$ cat src/rtl/arb_pkg.sv
package arb_pkg;
  localparam int NUM_M = 4;
  localparam int ID_W  = $clog2(NUM_M);
  localparam int PIN_W = 6;
  localparam int BIDIR_W = 4;

  typedef logic [NUM_M-1:0] mvec_t;
  typedef logic [ID_W-1:0]  mid_t;

  // index of the single set bit (lowest wins if several)
  function automatic mid_t vec_to_id(input mvec_t v);
    mid_t r;
    r = '0;
    for (int i = NUM_M - 1; i >= 0; i--) begin
      if (v[i]) r = mid_t'(i);
    end
    return r;
  endfunction
endpackage

$ cat src/rtl/arb_strap_latch.sv
module arb_strap_latch #(
  parameter int OE_W = 4
) (
  input  logic            clk,
  input  logic            rst,
  input  logic            strap_i,
  output logic            internal_o,
  output logic [OE_W-1:0] oe_o
);
  localparam logic [OE_W-1:0] OE_INT = {1'b0, {(OE_W-1){1'b1}}};
  localparam logic [OE_W-1:0] OE_EXT = {1'b1, {(OE_W-1){1'b0}}};

  logic            int_q;
  logic [OE_W-1:0] oe_q;

  always_ff @(posedge clk) begin
    if (rst) begin
      int_q <= strap_i;
      oe_q  <= '0;
    end else begin
      oe_q  <= int_q ? OE_INT : OE_EXT;
    end
  end

  assign internal_o = int_q;
  assign oe_o       = oe_q;
endmodule

$ cat src/rtl/arb_rr_core.sv
module arb_rr_core #(
  parameter int N = 4
) (
  input  logic         clk,
  input  logic         rst,
  input  logic         en_i,
  input  logic [N-1:0] req_i,
  output logic [N-1:0] gnt_o
);
  localparam int IDX_W = (N > 1) ? $clog2(N) : 1;

  logic [N-1:0]     gnt_q;
  logic [IDX_W-1:0] last_q;
  logic [N-1:0]     pick;
  logic [IDX_W-1:0] pick_idx;
  logic [IDX_W-1:0] idx;
  logic             found;
  logic             hold;

  assign hold = |(gnt_q & req_i);

  always_comb begin
    pick     = '0;
    pick_idx = last_q;
    found    = 1'b0;
    idx      = '0;
    for (int k = 1; k <= N; k++) begin
      idx = IDX_W'((int'(last_q) + k) % N);
      if (!found && req_i[idx]) begin
        pick[idx] = 1'b1;
        pick_idx  = idx;
        found     = 1'b1;
      end
    end
  end

  always_ff @(posedge clk) begin
    if (rst || !en_i) begin
      gnt_q  <= '0;
      last_q <= IDX_W'(N - 1);
    end else if (!hold) begin
      gnt_q <= pick;
      if (found) last_q <= pick_idx;
    end
  end

  assign gnt_o = gnt_q;
endmodule

$ cat src/rtl/arb_id_track.sv
module arb_id_track
  import arb_pkg::*;
(
  input  logic  clk,
  input  logic  rst,
  input  logic  internal_i,
  input  mvec_t own_gnt_i,
  input  mvec_t obs_gnt_i,
  output mid_t  id_o,
  output logic  err_o
);
  mvec_t sel;
  int    cnt;
  mid_t  id_q;
  logic  err_q;

  assign sel = internal_i ? own_gnt_i : obs_gnt_i;
  assign cnt = $countones(sel);

  always_ff @(posedge clk) begin
    if (rst) begin
      id_q  <= '0;
      err_q <= 1'b0;
    end else begin
      if (cnt == 1) id_q <= vec_to_id(sel);
      if (!internal_i && cnt > 1) err_q <= 1'b1;
    end
  end

  assign id_o  = id_q;
  assign err_o = err_q;
endmodule

$ cat src/rtl/dual_mode_arbiter.sv
module dual_mode_arbiter
  import arb_pkg::*;
(
  input  logic               clk,
  input  logic               rst,
  input  logic               mode_strap_i,
  input  logic               bridge_req_i,
  output logic               bridge_gnt_o,
  input  logic [PIN_W-1:0]   pin_in_i,
  output logic [BIDIR_W-1:0] pin_out_o,
  output logic [BIDIR_W-1:0] pin_oe_o,
  output logic               mode_internal_o,
  output logic [ID_W-1:0]    master_id_o,
  output logic               multi_grant_err_o
);
  logic  internal;
  mvec_t req_vec;
  mvec_t own_gnt;
  mvec_t obs_gnt;
  logic  ext_req_q;
  logic  ext_gnt_q;

  // master order: 0 bridge, 1 cpu0, 2 cpu1, 3 external agent
  assign req_vec = {~pin_in_i[5], ~pin_in_i[4], ~pin_in_i[3], bridge_req_i};
  assign obs_gnt = {~pin_in_i[2], ~pin_in_i[1], ~pin_in_i[0], ~pin_in_i[4]};

  arb_strap_latch #(.OE_W(BIDIR_W)) u_strap (
    .clk        (clk),
    .rst        (rst),
    .strap_i    (mode_strap_i),
    .internal_o (internal),
    .oe_o       (pin_oe_o)
  );

  arb_rr_core #(.N(NUM_M)) u_rr (
    .clk   (clk),
    .rst   (rst),
    .en_i  (internal),
    .req_i (req_vec),
    .gnt_o (own_gnt)
  );

  arb_id_track u_id (
    .clk        (clk),
    .rst        (rst),
    .internal_i (internal),
    .own_gnt_i  (own_gnt),
    .obs_gnt_i  (obs_gnt),
    .id_o       (master_id_o),
    .err_o      (multi_grant_err_o)
  );

  always_ff @(posedge clk) begin
    if (rst || internal) begin
      ext_req_q <= 1'b0;
      ext_gnt_q <= 1'b0;
    end else begin
      ext_req_q <= bridge_req_i;
      ext_gnt_q <= ~pin_in_i[4];
    end
  end

  assign pin_out_o       = internal ? {1'b1, ~own_gnt[3:1]} : {~ext_req_q, 3'b111};
  assign bridge_gnt_o    = internal ? own_gnt[0] : ext_gnt_q;
  assign mode_internal_o = internal;
endmodule

$ cat config.mk
export PLATFORM = sky130hd
export DESIGN_NAME = dual_mode_arbiter
export DESIGN_NICKNAME = d
export VERILOG_FILES = /design/src/rtl/arb_pkg.sv /design/src/rtl/arb_strap_latch.sv /design/src/rtl/arb_rr_core.sv /design/src/rtl/arb_id_track.sv /design/src/rtl/dual_mode_arbiter.sv
export SDC_FILE = /design/constraint.sdc
export NUM_CORES = 1
export LEC_CHECK = 0
export ABC_AREA = 1
export BUFFER_PORTS_ARGS = -buffer_cell sky130_fd_sc_hd__buf_2
export CELL_PAD_IN_SITES_DETAIL_PLACEMENT = 1
export CELL_PAD_IN_SITES_GLOBAL_PLACEMENT = 1
export CORE_UTILIZATION = 38
export DETAILED_ROUTE_END_ITERATION = 8
export GPL_TIMING_DRIVEN = 0
export HOLD_SLACK_MARGIN = 0.02
export PLACE_DENSITY_LB_ADDON = 0.05
export SKIP_LAST_GASP = 1
export SYNTH_ARGS = -nofsm -noshare
export SYNTH_HDL_FRONTEND = slang
export SYNTH_SLANG_ARGS = --single-unit
$ cat constraint.sdc
create_clock -name clk -period 3.45 [get_ports clk]
set_clock_uncertainty 0.15 [all_clocks]
set_input_delay 0.345 -clock clk [delete_from_list [all_inputs] [get_ports clk]]
set_output_delay 0.345 -clock clk [all_outputs]
set_load 0.01 [all_outputs]
Word-level counts from Yosys, hierarchy flattened. Cells that the tools add are included.

Reductions and logical operators: 17. Add/sub/neg operators: 7. Muxes and demuxes: 36. Eq/ne operators: 1. Bitwise gates (word level): 13. Magnitude comparators: 9.

Operators with widths (count): adder 32 bit (1); == test 32 x 2 -> 1 bit, second input constant (1); greater-than comparator 32 x 2 -> 1 bit, second input constant (1); two-way mux 4 bit (7); two-way mux 2 bit (8); two-way mux 1 bit (13); < comparator 2 x 3 -> 1 bit, second input constant (4); OR 4 bit (3); binary-select mux 1 bit (select 2 bit) (4); demux 1 bit (select 2 bit) (4); >= comparator 2 x 1 -> 1 bit, second input constant (4); logical AND 1 bit (8); inverter 1 bit (8); adder 1 x 1 -> 2 bit (2); adder 2 x 1 -> 2 bit, second input constant (2); adder 2 bit, second input constant (2); bitwise AND 4 bit (1); logical NOT 1 bit (4); nonzero test 4 bit (1); OR reduction 4 bit (1); inverter 3 bit (1); AND reduction 3 bit (1); logical OR 1 bit (2).

Output and inout port bits: 13. Register bits: 16. Input bits: 10. Logic and storage cells: 91.

Depth between registers and ports, before layout. Gate-level depths: netlist of the first run.

Depth in word-level cells: 14. Depth in mapped cells: 13. Gate-level depth less buffers: 12.

Hierarchy. A second synthesis of the first run with hierarchy kept.

Cells, all modules: 201. Area total of the unflattened synthesis: 1355.0 sq um.

Modules (own cells, without submodules): arb_rr_core (seq. area each 120.1 sq um, instances 1, area each 799.5 sq um, cells each 123); arb_id_track (seq. area each 60.1 sq um, instances 1, area each 342.8 sq um, cells each 49); dual_mode_arbiter (seq. area each 40.0 sq um, instances 1, area each 113.9 sq um, cells each 21); arb_strap_latch (seq. area each 70.1 sq um, instances 1, area each 98.8 sq um, cells each 8).

Worst setup path after synthesis of the first run. Ideal clock, no wire load.

Path kind: register to register. Start: register u_strap.int_q (netlist: u_strap.internal_o). End: register u_id.id_q[0] (netlist: u_id.id_o[0]). Buffers on the path: 1. Setup time: 0.070 ns. Slack: 0.838 ns. Data arrival time: 2.392 ns. Stages on the path, launching flop included: 12. Cell sequence: edfxtp_1 buf_2 o21ai_0 inv_1 ha_1 ha_1 fa_1 nor2_1 nand2_1 nor2_1 o21ai_0 a21oi_1.

Longest elaborated chain between the ends: 5. Elaborated cells between the ends (all ways): 9. Those cells by class: add/sub (3); eq/ne (1); mux (5).

RTL lines: start, declared (RTL line arb_strap_latch.sv:13) `logic int_q;`; start signal, assigned (RTL line arb_strap_latch.sv:18) `int_q <= strap_i;`; two-way mux 4 bit * (RTL line arb_id_track.sv:17) `assign sel = internal_i ? own_gnt_i : obs_gnt_i;`; parallel branches: the longest is 4 deep, another holds adder 32 bit; end signal, assigned (RTL line arb_id_track.sv:25) `if (cnt == 1) id_q <= vec_to_id(sel);`; end, declared (RTL line arb_id_track.sv:14) `mid_t id_q;`.

Mark *: on every way between the ends. A chain may end at the register's enable or synchronous reset.

Final worst setup path of the first run. Ends and elaborated chain as after synthesis.

==> out/qor.txt, run 1 <==
CP Capture Type -> flip-flop
Switching part of the total -> 52.6%
Core Footprint -> 0.00283 mm²
RR Endpoint -> u_id.id_o[0]$_SDFFE_PP0P_
First-pass GRT wire length -> 5150 µm
Ant. Diodes -> 0
Combinational power share -> 68.1%
RSZ-0062 raised after global routing -> no
Hold wc startpoint -> mode_strap_i
H-tree Lvls -> 1
Critical path class -> reg -> reg
Starting Density -> 41.2%
Die height -> 57.4 µm
Filler instances -> 396
Relative max-transition margin -> 75.1%
Tmin final -> 2.84 ns
Syn_area_per_cell -> 6.62 µm²
Sw Pwr -> 598 µW
HP Class -> in -> reg
Cell area after synthesis -> 0.00116 mm²
GRT Total Usage -> 20.7%
Mapped Nets -> 200
CTS clock-pin slew for the worst setup and hold paths -> 0.08 ns
CP arrival -> 2.91 ns
Post-synthesis simple-gate area fraction -> 40.9%
Placed inst area -> 0.00131 mm²
Layout cell share with drive strength beyond 1 -> 21.3%
Post-synthesis sequential area ratio -> 24.9%
Number of global-route vias before repair -> 1135
Clock buffer depth -> 2
Max Slew Vio Count -> 0
Worst Hold End -> u_strap.internal_o$_DFFE_PP_
Hold depth -> 1
# DRC -> 4
Die area -> 0.00329 mm²
Worst slew pin tran -> 0.370 ns
Die Wd -> 57.4 µm
Reg area -> 290 µm²
Clk root buf -> clkbuf_4
Antenna viol nets, final -> 0
GRT Residual Overflow -> 0
Layout net count -> 227
Power Dens Cells -> 842 mW/mm²
Xor and xnor fraction of the mapped netlist area -> 0%
# port buffers -> 22
I/O pins -> 23
Final Core Density -> 47.7%
CP Max Fanout -> 10
DR iter-0 viols -> 24
Fraction of synthesized area in multiplexers -> 0%
Outcome -> finished with violations
Clock power share -> 10.5%
Sequential power share -> 21.4%
Routed wire length -> 3040 µm
CTS tree -> yes
Worst hold slack -> 0.0806 ns
Initial antenna violation count -> 0
Placer Congestion -> 0.755
Crit share post-route -> 82.3%
Area grow syn2layout -> 15.9%
Synthesis-stage register bit count -> 14
Commonest non-fill, non-tap cell in the layout -> nand2_1
Worst Reg-to-Reg Cells -> 11
Via/cell ratio -> 5.13
Post-synthesis cell count -> 176
Post-CTS setup buffer count -> 0
CTS sink count -> 14
CTS Buf Count -> 3
Reg-to-Reg Start -> u_strap.internal_o$_DFFE_PP_
Startpoint Class -> flip-flop
# resized after CTS -> 0
Most frequent cells in the layout -> nand2_1 (52), inv_1 (26), buf_2 (23)
Compound-Gate Fraction of Synth Area -> 5.69%
Total negative slack -> 0 ns
Design Area, Final -> 0.00135 mm²
Setup Viol. Count Final -> 0
Final Hold Fails -> 0
R2r setup slk -> 0.61 ns
Clk_lat worst skew -> 0.28 ns
Area share of fa/ha/maj cells after synthesis -> 15.7%
Hold buffer count at cts -> 0
Largest net degree at the start of global routing -> 12
Post-DP HPWL -> 2490 µm
Row cnt -> 19
Failing checks -> design-rule violations
Routed vias -> 1195
Max VDD drop -> 0.324 mV
Internal power -> 538 µW
Yosys warns -> 0
Critical Path RT -> 3.52 ns
Pre-antenna DRT Iters -> 6
Max frequency -> 0.352 GHz
Pleak -> 0.000758 µW
Largest family of logic cells by synthesized area -> simple AND/OR/NAND/NOR gates
Max Cap Viol -> 0
Multi-input combinational cell area -> 726 µm²
Number of distinct library cells after synthesis -> 21
WL per Instance -> 13.0 µm
## synthesized netlist by cell type (all sizes together)
| library cell | n | share of area [%] |
|---|---|---|
| nor2 | 21 | 8.1 |
| inv | 27 | 9.1 |
| dfxtp | 13 | 22 |
| o22ai | 1 | 0.54 |
| nand2 | 57 | 20 |
| nand3 | 20 | 10 |
| edfxtp | 1 | 2.6 |
| fa | 1 | 1.7 |
| ha | 13 | 14 |
| o21ai | 7 | 3.0 |
| buf | 5 | 3.7 |
| nand4 | 5 | 2.7 |
| a21oi | 5 | 2.1 |
## cell families (layout without fill, tap and decap cells)
group | Yosys count | count (layout)
AOI/OAI and AO/OA | 13 | 13
DFF | 14 | 14
buffers and inverters | 32 | 58
adders and majority gates | 14 | 14
and+or+nand+nor | 103 | 103
## worst max path at each step
| stage | from | end | slack, ns | cells after the start |
|---|---|---|---|---|
| floorplan | u_strap.internal_o$_DFFE_PP_ | u_id.id_o[0]$_SDFFE_PP0P_ | 0.84 | 11 |
| global placement | u_strap.internal_o$_DFFE_PP_ | u_id.id_o[0]$_SDFFE_PP0P_ | 0.74 | 11 |
| detailed placement | u_strap.internal_o$_DFFE_PP_ | u_id.id_o[0]$_SDFFE_PP0P_ | 0.62 | 11 |
| CTS | u_strap.internal_o$_DFFE_PP_ | u_id.id_o[0]$_SDFFE_PP0P_ | 0.60 | 11 |
| global route | u_strap.internal_o$_DFFE_PP_ | u_id.id_o[0]$_SDFFE_PP0P_ | 0.38 | 11 |
| finish | u_strap.internal_o$_DFFE_PP_ | u_id.id_o[0]$_SDFFE_PP0P_ | 0.61 | 11 |
## final cells by class
| cell class | count | area share, % |
|---|---|---|
| flip-flops and latches | 14 | 21.5 |
| multi-input cells | 130 | 53.8 |
| well taps | 31 | 2.87 |
| clock buffers | 4 | 2.69 |
| plain buffers | 5 | 3.15 |
| inverters | 27 | 7.88 |
| repair buffers | 22 | 8.16 |
## registers in the layout (all words and copies together) (netlist names)
| signal | count |
|---|---|
| u_rr.gnt_o | 4 |
| ext_gnt_q | 1 |
| u_rr.last_q | 2 |
| u_id.id_o | 2 |
| ext_req_q | 1 |
| u_strap.oe_o | 2 |
| u_id.err_o | 1 |
| u_strap.internal_o | 1 |
## layer usage
layer  GRT usage (%)  part of all wire, %
met4            6.27                  1.2
met1            27.9                   48
met3            4.08                  3.5
met2            33.6                   47
met5               0                    0
## worst max-delay path, cell delays in order (launching register included)
cell and delay [ns]:
edfxtp_1 0.38, buf_2 0.19, o21ai_0 0.35, inv_1 0.08
ha_1 0.31, ha_1 0.21, fa_1 0.43, nor2_1 0.17
nand2_1 0.11, nor2_1 0.15, o21ai_0 0.11, a21oi_1 0.12
## power groups by stage
| stage | Combinational [µW] | Sequential, µW | Clock (µW) |
|---|---|---|---|
| finish | 774 | 244 | 119 |
| global route | 880 | 251 | 131 |
| CTS | 780 | 244 | 124 |
| detailed placement | 775 | 248 | 0 |
| global placement | 733 | 246 | 0 |
| floorplan | 584 | 242 | 0 |
## stage by stage
step / worst slack, ns / cells / total power, µW
2_1_floorplan: 0.838 / 176 / 826
3_3_place_gp: 0.737 / 229 / 979
3_5_place_dp: 0.618 / 229 / 1020
4_1_cts: 0.597 / 233 / 1150
5_1_grt: 0.376 / 233 / 1260
6_report: 0.612 / 233 / 1140
Power figures use the tool's default switching activity.
==> run 2: changes to the inputs <==
Settings changed: ABC_AREA 1 to 0, CORE_UTILIZATION 38 to 36.
Clock period 3.45 ns to 2.6 ns, I/O delays scaled along.
==> out/qor.txt, run 2 <==
Max Slew Vio Count -> 0 (unchanged)
WL per Instance -> 16.4 µm (was 13.0 µm)
Post-Layout Cell Count -> 178 (was 233)
Synthesis-stage register bit count -> 14 (unchanged)
Setup Viol. Count Final -> 0 (unchanged)
HP Class -> in -> reg (unchanged)
Most frequent CP cell -> ha_4
Antenna viol nets, final -> 0 (unchanged)
Worst hold slack -> 0.0968 ns (was 0.0806 ns)
Worst slew pin tran -> 0.518 ns (was 0.370 ns)
Post-synthesis cell count -> 113 (was 176)
Crit path from -> u_strap.internal_o$_DFFE_PP_ (unchanged)
Crit-path cells -> buf_6 > mux2_4 > ha_4 > ha_4 > fa_1 > nor2_2 > nand2_2 > or3_1 > a21oi_1 (was buf_2 > o21ai_0 > inv_1 > ha_1 > ha_1 > fa_1 > nor2_1 > nand2_1 > nor2_1 > o21ai_0 > a21oi_1)
Clock buffer depth -> 2 (unchanged)
CP Capture Type -> flip-flop (unchanged)
Worst Reg-to-Reg Cells -> 9 (was 11)
Commonest non-fill, non-tap cell in the layout -> buf_2 (was nand2_1)
Reg area -> 292 µm² (was 290 µm²)
Area grow syn2layout -> 31.9% (was 15.9%)
CTS tree -> yes (unchanged)
Synth area leader -> dfxtp_1 (unchanged)
Total power -> 1060 µW (was 1140 µW)
# port buffers -> 22 (unchanged)
Die area -> 0.00316 mm² (was 0.00329 mm²)
Critical path class -> reg -> reg (unchanged)
Filler instances -> 333 (was 396)
Number of flops mapped to enable cells by yosys -> 1 (unchanged)
CTS Buf Count -> 3 (unchanged)
Layout cell share with drive strength beyond 1 -> 39.5% (was 21.3%)
Crit share post-route -> 99.7% (was 82.3%)
Setup crit end -> u_id.id_o[0]$_SDFFE_PP0P_ (unchanged)
Ant. Diodes -> 0 (unchanged)
CTS clock-pin slew for the worst setup and hold paths -> 0.09 ns (was 0.08 ns)
Final Hold Fails -> 0 (unchanged)
H-tree Lvls -> 1 (unchanged)
Syn_area_per_cell -> 9.38 µm² (was 6.62 µm²)
GRT Total Usage -> 20.5% (was 20.7%)
Most frequent cells in the layout -> buf_2 (22), nand2_1 (12), dfxtp_1 (12) (was nand2_1 (52), inv_1 (26), buf_2 (23))
Multi-input combinational cell area -> 771 µm² (was 726 µm²)
Bufs and invs on worst path -> 1 (was 2)
CP arrival -> 2.66 ns (was 2.91 ns)
Clk_lat worst skew -> 0.28 ns (about the same)
CP peak stage delay -> 0.44 ns (was 0.43 ns)
Die Wd -> 56.3 µm (was 57.4 µm)
Post-synthesis sequential area ratio -> 27.4% (was 24.9%)
Design Area, Final -> 0.00140 mm² (was 0.00135 mm²)
Mapped Nets -> 137 (was 200)
GR peak layer -> met2 (unchanged)
Row cnt -> 19 (unchanged)
Placed cells -> 166 (was 229)
Initial antenna violation count -> 0 (unchanged)
DR iter-0 viols -> 39 (was 24)
GRT Residual Overflow -> 0 (unchanged)
Largest net degree at the start of global routing -> 11 (was 12)
Placed inst area -> 0.00122 mm² (was 0.00131 mm²)
Number of global-route vias before repair -> 1029 (was 1135)
Synth area leaders -> dfxtp_1 (25%), ha_1 (15%), mux4_2 (8.5%), nand2_1 (4.6%), a221oi_1 (3.3%) (was dfxtp_1 (22%), nand2_1 (17%), ha_1 (14%), inv_1 (8.4%), nand3_1 (6.9%))
Cell area after synthesis -> 0.00106 mm² (was 0.00116 mm²)
Pre-antenna DRT Iters -> 3 (was 6)
Max frequency -> 0.386 GHz (was 0.352 GHz)
Met3 usage -> 1.38% (was 4.08%)
Synth top area share -> 24.6% (was 22.3%)
Routed vias -> 1015 (was 1195)
Die height -> 56.3 µm (was 57.4 µm)
Clk root buf -> clkbuf_4 (unchanged)
I/O pins -> 23 (unchanged)
Met2 Usage GRT -> 33.3% (was 33.6%)
Core Footprint -> 0.00278 mm² (was 0.00283 mm²)
CP Max Fanout -> 4 (was 10)
Tmin final -> 2.59 ns (was 2.84 ns)
RR Endpoint -> u_id.id_o[0]$_SDFFE_PP0P_ (unchanged)
Top post-synthesis cells by count -> dfxtp_1 (13), ha_1 (13), nand2_1 (13) (was nand2_1 (52), inv_1 (26), nor2_1 (19))
Final Core Density -> 50.2% (was 47.7%)
Max VDD drop -> 0.399 mV (was 0.324 mV)
Placer Congestion -> 0.811 (was 0.755)
Reg-to-Reg Start -> u_strap.internal_o$_DFFE_PP_ (unchanged)
Relative max-transition margin -> 65.4% (was 75.1%)
RSZ-0062 raised after global routing -> yes (was no)
Starting Density -> 38.1% (was 41.2%)
Via/cell ratio -> 5.70 (was 5.13)
Startpoint Class -> flip-flop (unchanged)
Commonest register cell after synthesis -> dfxtp_1 (unchanged)
Power Dens Cells -> 762 mW/mm² (was 842 mW/mm²)
R2r setup slk -> 0.007 ns (was 0.61 ns)
Critical Path RT -> 2.67 ns (was 3.52 ns)
Async SR Flop Fraction -> 0% (unchanged)
Yosys warns -> 0 (unchanged)
Layout net count -> 172 (was 227)
Post-DP HPWL -> 2130 µm (was 2490 µm)
Pleak -> 0.000611 µW (was 0.000758 µW)
Number of distinct library cells after synthesis -> 35 (was 21)
Max Cap Viol -> 0 (unchanged)
First-pass GRT wire length -> 5090 µm (was 5150 µm)
# DRC -> 0 (was 4)
Outcome -> finished clean (was finished with violations)
Logic depth of the worst path, buffers included -> 9 (was 11)
Routed wire length -> 2930 µm (was 3040 µm)
Met1 GRT Util -> 28.9% (was 27.9%)
CP max-delay cell -> fa_1 (unchanged)
Max FFs per register -> 4 (unchanged)
Crit path max-delay family -> adder cells (unchanged)
CTS sink count -> 14 (unchanged)
==> run 2: cell count changes after synthesis, moves of 4 or more <==
cell	previous run	this run
a31oi_1	0	4
inv_1	26	8
mux4_2	0	4
nor2_1	19	8
a221oi_1	0	4
nand2_1	52	13
nand3_2	4	0
nand3_1	16	1
nand2_2	4	0
==> run 2: cell type report <==
class	count	area share [%]
Multi-Input combinational cell	84	55.1
Tap cell	31	2.78
Inverter	11	3.13
Buffer	4	2.86
Sequential cell	14	20.9
Clock buffer	4	2.60
Timing Repair Buffer	30	12.6
==> run 2: power by group <==
group | total, µW | switching (µW) | internal [µW] | leakage [µW]
logic | 610 | 320 | 289 | 0.000474
clock network | 160 | 75.3 | 85.1 | 0.0000210
registers | 294 | 39.5 | 255 | 0.000116
total | 1060 | 435 | 629 | 0.000611
==> run 2: what timing repair did <==
action	4_1_cts	5_1_grt
resized for setup	13	1
buffers inserted	6	1
hold endpoints to repair	1	0
hold buffers	1	0
pin swaps	5	4
endpoints found under the setup margin	3	3
==> run 2: kinds of logic after synthesis <==
group,synth area share [%]
adder cells (fa/ha/maj),17.2
AND/OR/NAND/NOR,15.9
buffers and inverters,6.97
AO/OA/AOI/OAI,16.4
flip-flops,27.4
multiplexers,16.1
==> run 2: metal layers <==
| metal | share of wire (%) | vias up |
|---|---|---|
| met5 | 0 | - |
| met3 | 1.3 | 2 |
| met4 | 1.3 | 0 |
| li1 | - | 486 |
| met2 | 49 | 14 |
| met1 | 48 | 513 |
==> run 2: how the worst min path moves through the flow <==
stage                                         endpoint                      start  slack (ns)  cells after the start
after floorplan             u_strap.oe_o[3]$_SDFF_PP0_                        rst        0.18                      1
after global placement    u_strap.internal_o$_DFFE_PP_               mode_strap_i        0.29                      1
after detailed placement     u_id.id_o[0]$_SDFFE_PP0P_  u_id.id_o[0]$_SDFFE_PP0P_        0.30                      2
after CTS                   u_strap.oe_o[3]$_SDFF_PP0_                        rst        0.09                      2
after global routing         u_id.id_o[0]$_SDFFE_PP0P_                        rst        0.09                      2
final                       u_strap.oe_o[3]$_SDFF_PP0_                        rst         0.1                      2
==> run 2: through the flow <==
step | setup TNS (ns) | worst slack [ns]
global placement | -0.579 | -0.337
finish | 0 | 0.00696
CTS | -0.0309 | -0.0309
floorplan | -0.0822 | -0.0822
detailed placement | -0.716 | -0.377
global route | -0.165 | -0.101
